## config.mk

```make
export PLATFORM = sky130hd
export DESIGN_NAME = layer_compositor
export DESIGN_NICKNAME = d
export VERILOG_FILES = /design/src/rtl/lc_pkg.sv /design/src/rtl/lc_shadow_regs.sv /design/src/rtl/lc_layer_stage.sv /design/src/rtl/lc_mix_stage.sv /design/src/rtl/layer_compositor.sv
export SDC_FILE = /design/constraint.sdc
export NUM_CORES = 2
export LEC_CHECK = 0
export BUFFER_PORTS_ARGS = -buffer_cell sky130_fd_sc_hd__buf_2
export CAP_MARGIN = 20
export CORE_MARGIN = 2
export CORE_UTILIZATION = 60
export DETAILED_ROUTE_END_ITERATION = 7
export PLACE_DENSITY = 0.85
export RECOVER_POWER = 25
export SETUP_SLACK_MARGIN = 0.02
export SLEW_MARGIN = 20
export SYNTH_ARGS = -nofsm -noshare
export SYNTH_HDL_FRONTEND = slang
export SYNTH_SLANG_ARGS = --single-unit
```

## constraint.sdc

```tcl
create_clock -name clk -period 22.2 [get_ports clk]
set_input_delay 0 -clock clk [delete_from_list [all_inputs] [get_ports clk]]
set_output_delay 0 -clock clk [all_outputs]
set_load 0.05 [all_outputs]
```

## src/rtl/lc_pkg.sv

```systemverilog
package lc_pkg;
  localparam int NLAYER = 2;
  localparam int CRD_W  = 16;
  localparam int NCH    = 3;

  typedef struct packed {
    logic [CRD_W-1:0] x_lo;
    logic [CRD_W-1:0] x_hi;
    logic [CRD_W-1:0] y_lo;
    logic [CRD_W-1:0] y_hi;
    logic [31:0]      dflt;
    logic             key_en;
    logic [23:0]      key;
    logic             en;
    logic             amode;
    logic [7:0]       calpha;
  } layer_cfg_t;

  // (x*y + 127) / 255
  function automatic logic [7:0] mul_round(input logic [7:0] p, input logic [7:0] q);
    logic [16:0] s;
    s = 17'(p) * 17'(q) + 17'd127;
    return 8'(s / 17'd255);
  endfunction

  // (a*top + (255-a)*below + 127) / 255
  function automatic logic [7:0] mix8(input logic [7:0] a, input logic [7:0] t,
                                      input logic [7:0] b);
    logic [16:0] s;
    s = 17'(a) * 17'(t) + 17'(8'd255 - a) * 17'(b) + 17'd127;
    return 8'(s / 17'd255);
  endfunction
endpackage

```

## src/rtl/lc_shadow_regs.sv

```systemverilog
module lc_shadow_regs
  import lc_pkg::*;
#(
  parameter int NL = NLAYER,
  localparam int LW = (NL > 1) ? $clog2(NL) : 1
) (
  input  logic                  clk,
  input  logic                  rst_n,
  input  logic                  cfg_we,
  input  logic [LW-1:0]         cfg_layer,
  input  logic [2:0]            cfg_field,
  input  logic [31:0]           cfg_wdata,
  input  logic                  reload_now,
  input  logic                  reload_vblank,
  input  logic                  vblank,
  output layer_cfg_t [NL-1:0]   act_cfg,
  output logic [23:0]           act_bg,
  output logic                  reload_pending,
  output logic                  reload_done
);
  layer_cfg_t [NL-1:0] sh_cfg;
  logic [23:0]         sh_bg;
  logic                do_reload;

  assign do_reload = reload_now | (reload_pending & vblank);

  for (genvar i = 0; i < NL; i++) begin : g_layer
    always_ff @(posedge clk) begin
      if (!rst_n) begin
        sh_cfg[i] <= '0;
      end else if (cfg_we && cfg_layer == LW'(i)) begin
        case (cfg_field)
          3'd0: begin
            sh_cfg[i].x_lo <= cfg_wdata[15:0];
            sh_cfg[i].x_hi <= cfg_wdata[31:16];
          end
          3'd1: begin
            sh_cfg[i].y_lo <= cfg_wdata[15:0];
            sh_cfg[i].y_hi <= cfg_wdata[31:16];
          end
          3'd2: sh_cfg[i].dflt <= cfg_wdata;
          3'd3: begin
            sh_cfg[i].key    <= cfg_wdata[23:0];
            sh_cfg[i].key_en <= cfg_wdata[24];
          end
          3'd4: begin
            sh_cfg[i].en     <= cfg_wdata[0];
            sh_cfg[i].amode  <= cfg_wdata[1];
            sh_cfg[i].calpha <= cfg_wdata[15:8];
          end
          default: ;
        endcase
      end
    end

    always_ff @(posedge clk) begin
      if (!rst_n)         act_cfg[i] <= '0;
      else if (do_reload) act_cfg[i] <= sh_cfg[i];
    end
  end

  always_ff @(posedge clk) begin
    if (!rst_n)                          sh_bg <= '0;
    else if (cfg_we && cfg_field == 3'd5) sh_bg <= cfg_wdata[23:0];
  end

  always_ff @(posedge clk) begin
    if (!rst_n) begin
      act_bg         <= '0;
      reload_pending <= 1'b0;
      reload_done    <= 1'b0;
    end else begin
      if (do_reload) act_bg <= sh_bg;
      if (do_reload)          reload_pending <= 1'b0;
      else if (reload_vblank) reload_pending <= 1'b1;
      reload_done <= do_reload;
    end
  end

  assert_now_done_R8: assert property (@(posedge clk) disable iff (!rst_n)
    reload_now |=> reload_done);
  assert_vblank_take_R9: assert property (@(posedge clk) disable iff (!rst_n)
    (reload_pending && vblank) |=> (reload_done && !reload_pending));
  assert_pending_hold_R9: assert property (@(posedge clk) disable iff (!rst_n)
    (reload_pending && !vblank && !reload_now) |=> reload_pending);
  assert_active_quiet_R7: assert property (@(posedge clk) disable iff (!rst_n)
    (!reload_now && !(reload_pending && vblank)) |=> ($stable(act_cfg) && $stable(act_bg)));
endmodule

```

## src/rtl/lc_layer_stage.sv

```systemverilog
module lc_layer_stage
  import lc_pkg::*;
(
  input  logic             clk,
  input  logic             rst_n,
  input  layer_cfg_t       cfg,
  input  logic [CRD_W-1:0] x,
  input  logic [CRD_W-1:0] y,
  input  logic [31:0]      pix,
  output logic [31:0]      q_argb,
  output logic [7:0]       q_alpha
);
  logic        in_win;
  logic        use_pix;
  logic [31:0] chosen;
  logic        key_hit;
  logic [31:0] keyed;
  logic [7:0]  alpha;

  assign in_win  = (x >= cfg.x_lo) && (x <= cfg.x_hi) && (y >= cfg.y_lo) && (y <= cfg.y_hi);
  assign use_pix = cfg.en && in_win;
  assign chosen  = use_pix ? pix : cfg.dflt;
  assign key_hit = cfg.key_en && (chosen[23:0] == cfg.key);
  assign keyed   = key_hit ? 32'h0 : chosen;
  assign alpha   = cfg.amode ? mul_round(keyed[31:24], cfg.calpha) : cfg.calpha;

  always_ff @(posedge clk) begin
    if (!rst_n) begin
      q_argb  <= '0;
      q_alpha <= '0;
    end else begin
      q_argb  <= keyed;
      q_alpha <= alpha;
    end
  end

  assert_key_zero_R3: assert property (@(posedge clk) disable iff (!rst_n)
    key_hit |=> (q_argb == 32'h0));
  assert_off_default_R2: assert property (@(posedge clk) disable iff (!rst_n)
    (!cfg.en && !cfg.key_en) |=> (q_argb == $past(cfg.dflt)));
  assert_const_alpha_R4: assert property (@(posedge clk) disable iff (!rst_n)
    !cfg.amode |=> (q_alpha == $past(cfg.calpha)));
endmodule

```

## src/rtl/lc_mix_stage.sv

```systemverilog
module lc_mix_stage
  import lc_pkg::*;
(
  input  logic           clk,
  input  logic           rst_n,
  input  logic [7:0]     alpha,
  input  logic [NCH*8-1:0] top,
  input  logic [NCH*8-1:0] below,
  output logic [NCH*8-1:0] q
);
  for (genvar c = 0; c < NCH; c++) begin : g_ch
    always_ff @(posedge clk) begin
      if (!rst_n) q[c*8 +: 8] <= '0;
      else        q[c*8 +: 8] <= mix8(alpha, top[c*8 +: 8], below[c*8 +: 8]);
    end
  end

  assert_clear_passes_R6: assert property (@(posedge clk) disable iff (!rst_n)
    (alpha == 8'd0) |=> (q == $past(below)));
  assert_opaque_covers_R5: assert property (@(posedge clk) disable iff (!rst_n)
    (alpha == 8'd255) |=> (q == $past(top)));
endmodule

```

## src/rtl/layer_compositor.sv

```systemverilog
module layer_compositor
  import lc_pkg::*;
#(
  parameter int CW = 11
) (
  input  logic          clk,
  input  logic          rst_n,
  input  logic          cfg_we,
  input  logic          cfg_layer,
  input  logic [2:0]    cfg_field,
  input  logic [31:0]   cfg_wdata,
  input  logic          reload_now,
  input  logic          reload_vblank,
  input  logic          vblank,
  input  logic          pix_valid,
  input  logic [CW-1:0] pix_x,
  input  logic [CW-1:0] pix_y,
  input  logic [31:0]   l1_pix,
  input  logic [31:0]   l2_pix,
  output logic          out_valid,
  output logic [CW-1:0] out_x,
  output logic [CW-1:0] out_y,
  output logic [23:0]   out_rgb,
  output logic          reload_pending,
  output logic          reload_done
);
  localparam int LAT = 3;

  layer_cfg_t [NLAYER-1:0] act_cfg;
  logic [23:0]             act_bg;
  logic [31:0]             lpix     [NLAYER];
  logic [31:0]             s1_argb  [NLAYER];
  logic [7:0]              s1_alpha [NLAYER];
  logic [23:0]             bg_s1;
  logic [23:0]             c1_s2;
  logic [23:0]             l2_s2;
  logic [7:0]              a2_s2;
  logic [LAT-1:0]          vpipe;
  logic [CW-1:0]           xpipe [LAT];
  logic [CW-1:0]           ypipe [LAT];

  lc_shadow_regs #(.NL(NLAYER)) u_regs (
    .clk(clk), .rst_n(rst_n), .cfg_we(cfg_we), .cfg_layer(cfg_layer),
    .cfg_field(cfg_field), .cfg_wdata(cfg_wdata), .reload_now(reload_now),
    .reload_vblank(reload_vblank), .vblank(vblank), .act_cfg(act_cfg),
    .act_bg(act_bg), .reload_pending(reload_pending), .reload_done(reload_done)
  );

  assign lpix[0] = l1_pix;
  assign lpix[1] = l2_pix;

  for (genvar i = 0; i < NLAYER; i++) begin : g_lyr
    lc_layer_stage u_stage (
      .clk(clk), .rst_n(rst_n), .cfg(act_cfg[i]),
      .x(CRD_W'(pix_x)), .y(CRD_W'(pix_y)), .pix(lpix[i]),
      .q_argb(s1_argb[i]), .q_alpha(s1_alpha[i])
    );
  end

  always_ff @(posedge clk) begin
    if (!rst_n) begin
      bg_s1 <= '0;
      l2_s2 <= '0;
      a2_s2 <= '0;
    end else begin
      bg_s1 <= act_bg;
      l2_s2 <= s1_argb[1][23:0];
      a2_s2 <= s1_alpha[1];
    end
  end

  lc_mix_stage u_mix_lo (
    .clk(clk), .rst_n(rst_n), .alpha(s1_alpha[0]),
    .top(s1_argb[0][23:0]), .below(bg_s1), .q(c1_s2)
  );

  lc_mix_stage u_mix_hi (
    .clk(clk), .rst_n(rst_n), .alpha(a2_s2),
    .top(l2_s2), .below(c1_s2), .q(out_rgb)
  );

  always_ff @(posedge clk) begin
    if (!rst_n) begin
      vpipe <= '0;
      for (int k = 0; k < LAT; k++) begin
        xpipe[k] <= '0;
        ypipe[k] <= '0;
      end
    end else begin
      vpipe <= {vpipe[LAT-2:0], pix_valid};
      xpipe[0] <= pix_x;
      ypipe[0] <= pix_y;
      for (int k = 1; k < LAT; k++) begin
        xpipe[k] <= xpipe[k-1];
        ypipe[k] <= ypipe[k-1];
      end
    end
  end

  assign out_valid = vpipe[LAT-1];
  assign out_x     = xpipe[LAT-1];
  assign out_y     = ypipe[LAT-1];

  logic [1:0] since_rst;
  always_ff @(posedge clk) begin
    if (!rst_n)                         since_rst <= '0;
    else if (since_rst != 2'(LAT))      since_rst <= since_rst + 2'd1;
  end

  assert_valid_delay_R10: assert property (@(posedge clk) disable iff (!rst_n)
    (since_rst == 2'(LAT)) |-> (out_valid == $past(pix_valid, LAT)));
  assert_coord_delay_R10: assert property (@(posedge clk) disable iff (!rst_n)
    (since_rst == 2'(LAT)) |-> (out_x == $past(pix_x, LAT) && out_y == $past(pix_y, LAT)));
endmodule

```

# == After elaboration in Yosys (flattened, before gate mapping) ==
# Memory sizes are Yosys's and may differ from the RTL's.
# Index checks and enable logic that the tools add are counted.
# word_totals
output_inout_bits,49
latch_bits,0
rom_bits,0
n_memories,2
in_bits,129
ramBits,66
wordCells,164
reg_bits,745
# classes
order_cmp,8
shift,0
reduce_logical,27
div,8
add_sub_neg,16
bitwise_logic,10
mul,14
eq_ne,7
muxes,14
# mem_list
name,depth,width,rd,rd_ports_with_merged_regs,write_ports,line_no,text
xpipe,3,11,3,0,3,layer_compositor.sv:39,logic [CW-1:0] xpipe [LAT];
ypipe,3,11,3,0,3,layer_compositor.sv:40,logic [CW-1:0] ypipe [LAT];
# op_table
op,count
divider 17 x 8 -> 17 bit (second input constant),8
multiplier 8 x 8 -> 16 bit,8
2-to-1 mux 32 bit,4
adder 16 x 17 -> 17 bit,6
adder 17 x 7 -> 17 bit (second input constant),6
multiplier 17 x 8 -> 17 bit,6
2-to-1 mux 11 bit,6
greater-or-equal comparator 11 x 16 -> 1 bit,4
less-or-equal comparator 11 x 16 -> 1 bit,4
equality test 24 bit,2
adder 16 x 7 -> 17 bit (second input constant),2
AND reduction 2 bit,10
subtractor 8 x 8 -> 9 bit (first input constant),2
2-to-1 mux 8 bit,2
logical AND 1 bit,13
OR 1 bit,7
equality test 3 x 2 -> 1 bit (second input constant),2
equality test 3 bit (second input constant),2
OR reduction 2 bit,3
equality test 3 x 1 -> 1 bit (second input constant),1
logical NOT 3 bit,1
2-to-1 mux 1 bit,2
NOT 1 bit,2
AND 1 bit,1

# == Depth between registers and ports, before layout ==
# depth
word_depth,13
depth_mapped,69
mapped_depth_nobuf,64

# == Hierarchy ==
# A second synthesis with hierarchy kept.
# hier_totals
hier_cells,9569
hier_area_um2,84348.4
# by_module_without_submodules
mod,area_per_inst_um2,cells_each,n_inst
lc_mix_stage (u_mix_hi),22416.5,2708,1
lc_mix_stage (u_mix_lo),21742.1,2670,1
lc_shadow_regs,18906.9,1643,1
lc_layer_stage,8863.5,1131,2
layer_compositor,3555.9,286,1

# == Least setup slack after synthesis ==
# Ideal clock, no wire load.
# synth_path
kind,register -> register
startpoint,register u_regs.act_cfg[100] (netlist name)
endpoint,register g_lyr[0].u_stage.q_alpha[0]
arrival_time_ps,14880
n_path_buf,5
setup_ps,116
path_slack_ps,7204
stages_incl_launch_ff,66
path_cell_list,dfxtp_1 -> inv_1 -> ha_1 -> nor2b_1 -> o21a_1 -> o21ai_0 -> nand2b_1 -> a21oi_1 -> nor2b_1 -> o21ai_0 -> nand2b_1 -> a21oi_1 -> nor2b_1 -> o21ai_0 -> nand2b_1 -> a21oi_1 -> nor4_1 -> or4_1 -> [... 30 more ...] -> nor3_1 -> mux2i_1 -> xnor2_1 -> or4_4 -> a211oi_1 -> a31o_2 -> nor2_1 -> or2_2 -> nand2_1 -> a21o_1 -> inv_1 -> ha_1 -> xor2_1 -> xnor2_1 -> nor2_1 -> a211oi_1 -> o32ai_1 -> a31o_2
# synth_between
elab_chain_cells,13
# synth_rtl
item,line_no,text
less-or-equal comparator 11 x 16 -> 1 bit (*),lc_layer_stage.sv:20,assign in_win = (x >= cfg.x_lo) && (x <= cfg.x_hi) && (y >= cfg.y_lo) && (y <= cfg.y_hi);
logical AND 1 bit (*) (3 in series),lc_layer_stage.sv:20,
logical AND 1 bit (*),lc_layer_stage.sv:21,assign use_pix = cfg.en && in_win;
2-to-1 mux 32 bit (*),lc_layer_stage.sv:22,assign chosen = use_pix ? pix : cfg.dflt;
equality test 24 bit,lc_layer_stage.sv:23,assign key_hit = cfg.key_en && (chosen[23:0] == cfg.key);
logical AND 1 bit,lc_layer_stage.sv:23,
2-to-1 mux 32 bit (*),lc_layer_stage.sv:24,assign keyed = key_hit ? 32'h0 : chosen;
multiplier 8 x 8 -> 16 bit (*),lc_pkg.sv:22,s = 17'(p) * 17'(q) + 17'd127;
adder 16 x 7 -> 17 bit (*),lc_pkg.sv:22,
divider 17 x 8 -> 17 bit (*),lc_pkg.sv:23,return 8'(s / 17'd255);
2-to-1 mux 8 bit (*),lc_layer_stage.sv:25,"assign alpha = cfg.amode ? mul_round(keyed[31:24], cfg.calpha) : cfg.calpha;"
"end signal, assigned",lc_layer_stage.sv:33,q_alpha <= alpha;
"end, declared",lc_layer_stage.sv:11,output logic [7:0] q_alpha
# Every way passes the cells marked *; elsewhere a longest branch is shown, timed or not.
# A chain may end at the register's enable or synchronous reset.

# == Worst setup path after layout ==
# layout_path
startpoint,register u_regs.act_cfg[68] (netlist name)
endpoint,register g_lyr[0].u_stage.q_alpha[0]
# layout_between
elab_chain_cells,11
# layout_rtl
item,line_no
less-or-equal comparator 11 x 16 -> 1 bit (*),lc_layer_stage.sv:20
logical AND 1 bit (*),lc_layer_stage.sv:20
logical AND 1 bit (*),lc_layer_stage.sv:21
2-to-1 mux 32 bit (*),lc_layer_stage.sv:22
equality test 24 bit,lc_layer_stage.sv:23
logical AND 1 bit,lc_layer_stage.sv:23
2-to-1 mux 32 bit (*),lc_layer_stage.sv:24
multiplier 8 x 8 -> 16 bit (*),lc_pkg.sv:22
adder 16 x 7 -> 17 bit (*),lc_pkg.sv:22
divider 17 x 8 -> 17 bit (*),lc_pkg.sv:23
2-to-1 mux 8 bit (*),lc_layer_stage.sv:25
# Marks and branches as above.

==> impl_results.md <==
* VDD IR max at between 0.1 and 0.15 mV
* Leak at about 36 nW
* Post-Route WL at 215000 um
* Vias in the first global route at 67868
* CP endpoint kind: flop
* Vias at 67856
* Register area share after synthesis at 21.1%
* Die width at about 360 um
* Post-synth cell types at 131
* Max incr delay on CP at 1.11 ns
* GRT Util Overall at 32.2%
* Tmin final at about 17 ns
* Router iterations before antenna repair at 8
* Area growth syn-to-layout at 7.46%
* Post-Synthesis Cells at 9016
* Synthesized net count at 10375
* Sum of negative setup slack at 0 ns
* Filler cells at 9872
* Initial core utilization at 60.3%
* Crit path kind: flop to flop
* CTS tree: yes
* Die area at 131000 um2
* First-pass GRT wire length at 348000 um
* Core area at around 130000 um2
* CTS Sinks at 811
* Reg clk slew, reported paths at roughly 0.080 ns
* Pwr/cell area at 63.9 nW/um2
* Primary FF master, synth: dfxtp_1
* Endpoints failing setup at 0
* Tcrit/Tclk final at 78.8%
* Post-route DRC at 18
* Max_cap viols at 6
* Total global routing overflow at 0
* Worst hold-check path type: primary input to flop
* #FFs+latches synth at 811
* Final HPWL DP at 152000 um
* Layout cell share with drive strength beyond 1 at 5.68%
* Clock latency on the worst-skew pair at roughly 0.74 ns
* Remaining antenna violation count after routing at 0
* Largest net degree at the start of global routing at roughly 220
* Ys async rst share at 0%
* Final cell count without fillers at 10753
* Cell area after synthesis at 76800 um2
* Startpoint Class: flop
* DR WL/cell at between 15 and 20 um
* Avg Inst Size Synth at 8.52 um2
* Final hold violation count at 0
* Clk buf depth at 3
* Final Slew Violations at 309
* Routed vias/inst at 6.31
* Fin nets at 10370
* Clock root buffer: clkbuf_16
* Drt initial violations at 6756
* Multi-input gate area at 55500 um2
* GP Congestion at 0.936
* Failing checks: DRC, capacitance limit, slew limit
* Placed Cells at 10475
* FMAX at 57.2 MHz
* Unrepaired setup endpoints after global routing: no
* Relative slew slack at -138%
* Worst slew pin tran at 3.57 ns
* CP bufs+invs at 5
* TritonCTS Buffers at slightly above 80
* Clock Skews at 0.0702 ns
* Crit path DAT at 18.07 ns
* Die Ht at 362 um
* Reg area at around 16000 um2
* CP Data Required Time at 22.78 ns
* Outcome: finished, violations left
* Top delay family on crit path: compound AO/OA/AOI/OAI gates
* Number of synthesized flops with an enable pin at 0
* CTS H-tree lvls at 3
* Initial antenna violation count at 19
* Core Rows at 131
* Maximum fanout along the worst path at 32
* Synth warn at 0
* Slowest library cell on the worst path: or4_2
* Ports at 178
* Port Buffers at 177
* Pwr Total at between 5 and 6 mW
-- registers in the layout (all words and copies together) (netlist names), 24 cells and up --
name                  flops
ypipe                    33
xpipe                    33
u_regs.act_cfg          262
u_mix_hi.q               24
bg_s1                    24
g_lyr.u_stage.q_argb     48
u_mix_lo.q               24
l2_s2                    24
u_regs.act_bg            24
u_regs.sh_cfg           262
u_regs.sh_bg             24
-- stage by stage --
stage	instance area (um2)	utilization [%]	hold slack, ns	setup slack (ns)
floorplan	76800	-	0.110	7.20
global placement	78500	61.6	0.196	5.48
detailed placement	78500	61.6	0.209	5.21
CTS	82600	64.8	0.0884	5.10
global route	82600	64.8	0.156	3.56
finish	82600	64.8	0.116	4.72
-- power breakdown --
part | internal, mW | switching (mW)
sequential | 1.48 | 0.0169
combinational | 0.834 | 1.41
clock | 0.879 | 0.655
total | 3.19 | 2.08
-- cells in the mapped netlist (202+ instances only) --
cell type | instances | area [um2]
a21oi_1 | 534 | 2670
a22o_1 | 291 | 2550
and2_1 | 442 | 2770
clkbuf_1 | 344 | 1290
dfxtp_1 | 811 | 16200
fa_1 | 708 | 14200
ha_1 | 522 | 6530
inv_1 | 922 | 3460
nand2_1 | 1073 | 4030
nand2b_1 | 306 | 1910
nor2_1 | 417 | 1570
nor2b_1 | 202 | 1260
o21ai_0 | 221 | 1110
-- path summary, 6_finish.rpt --
path | startpoint | endpoint | slack (ns) | depth (start not counted)
hold reg to reg | g_lyr[1].u_stage.q_alpha[0] | a2_s2[0] | 0.42 | 1
hold / removal | reload_now | u_regs.reload_pending | 0.12 | 4
setup reg to reg | u_regs.act_cfg[68] | g_lyr[0].u_stage.q_alpha[0] | 4.72 | 62
setup / recovery | u_regs.act_cfg[68] | g_lyr[0].u_stage.q_alpha[0] | 4.72 | 62
-- cell usage in the layout (no fill, tap or decap), drive strengths merged, types with 30 or more instances in the layout --
cell,netlist,routed
a22o,291,291
nor4,70,70
nand3,153,153
inv,923,929
dlygate4sd3,0,114
or3,46,46
fa,708,708
mux2i,113,113
a211oi,78,78
and3,64,64
xnor2,158,158
nor3,141,141
buf,79,169
or4,30,30
clkbuf,346,164
xor2,117,117
nor2b,202,202
o21ai,242,242
o31ai,55,55
ha,522,522
nand2,1073,1073
a21oi,540,540
o21a,75,75
a21o,91,91
dfxtp,811,811
nor2,419,419
a31oi,85,85
or2,55,55
and2,449,449
nand2b,306,306
o211ai,83,83
nand4,81,81
-- worst register-to-register path: cells and delay by family, from the launching register on --
| family | cells | cell delay (ns) |
|---|---|---|
| flops | 1 | 0.34 |
| xor+xnor | 3 | 0.56 |
| fa+ha+maj | 7 | 3.00 |
| simple gates | 22 | 5.16 |
| compound gates | 23 | 7.07 |
| mux | 2 | 0.77 |
| buf+inv | 5 | 0.46 |
-- area by class of cell --
class                   instances  area share [%]
diodes                         13          0.0394
clock buffers                 110            2.82
clock inverters                40           0.780
inverters                     923            4.20
multi-input cells            6857            67.2
flip-flops and latches        811            19.7
well taps                    1662            2.52
repair buffers                337            2.80
-- routing by layer --
metal  wire length (um)  GRT usage (%)  part of all wire, %  vias to the layer above
met2              99900           53.4                   47                     3237
li1                   -              -                    -                    30889
met4              11500           16.2                  5.4                       10
met5                 68              0                0.032                        -
met3              18000           5.28                  8.4                      720
met1              85000           40.8                   40                    33000
-- logic make-up after synthesis --
kind of cell | count (synthesis) | synth area share, %
AOI/OAI and AO/OA | 1995 | 18.5
xor gates and xnor gates | 279 | 3.27
adders and majority gates | 1243 | 27.1
buffers and inverters | 1348 | 6.74
DFF | 811 | 21.1
muxes | 139 | 1.87
and+or+nand+nor | 3201 | 21.4
-- repair_timing --
action | in CTS | in global routing
hold buffers | 114 | 0
endpoints found under the hold margin | 366 | 0
setup endpoints to repair | 0 | 0
setup buffers | 0 | 0
resized for setup | 0 | 0
No activity file was read; power rests on OpenSTA's default activity.
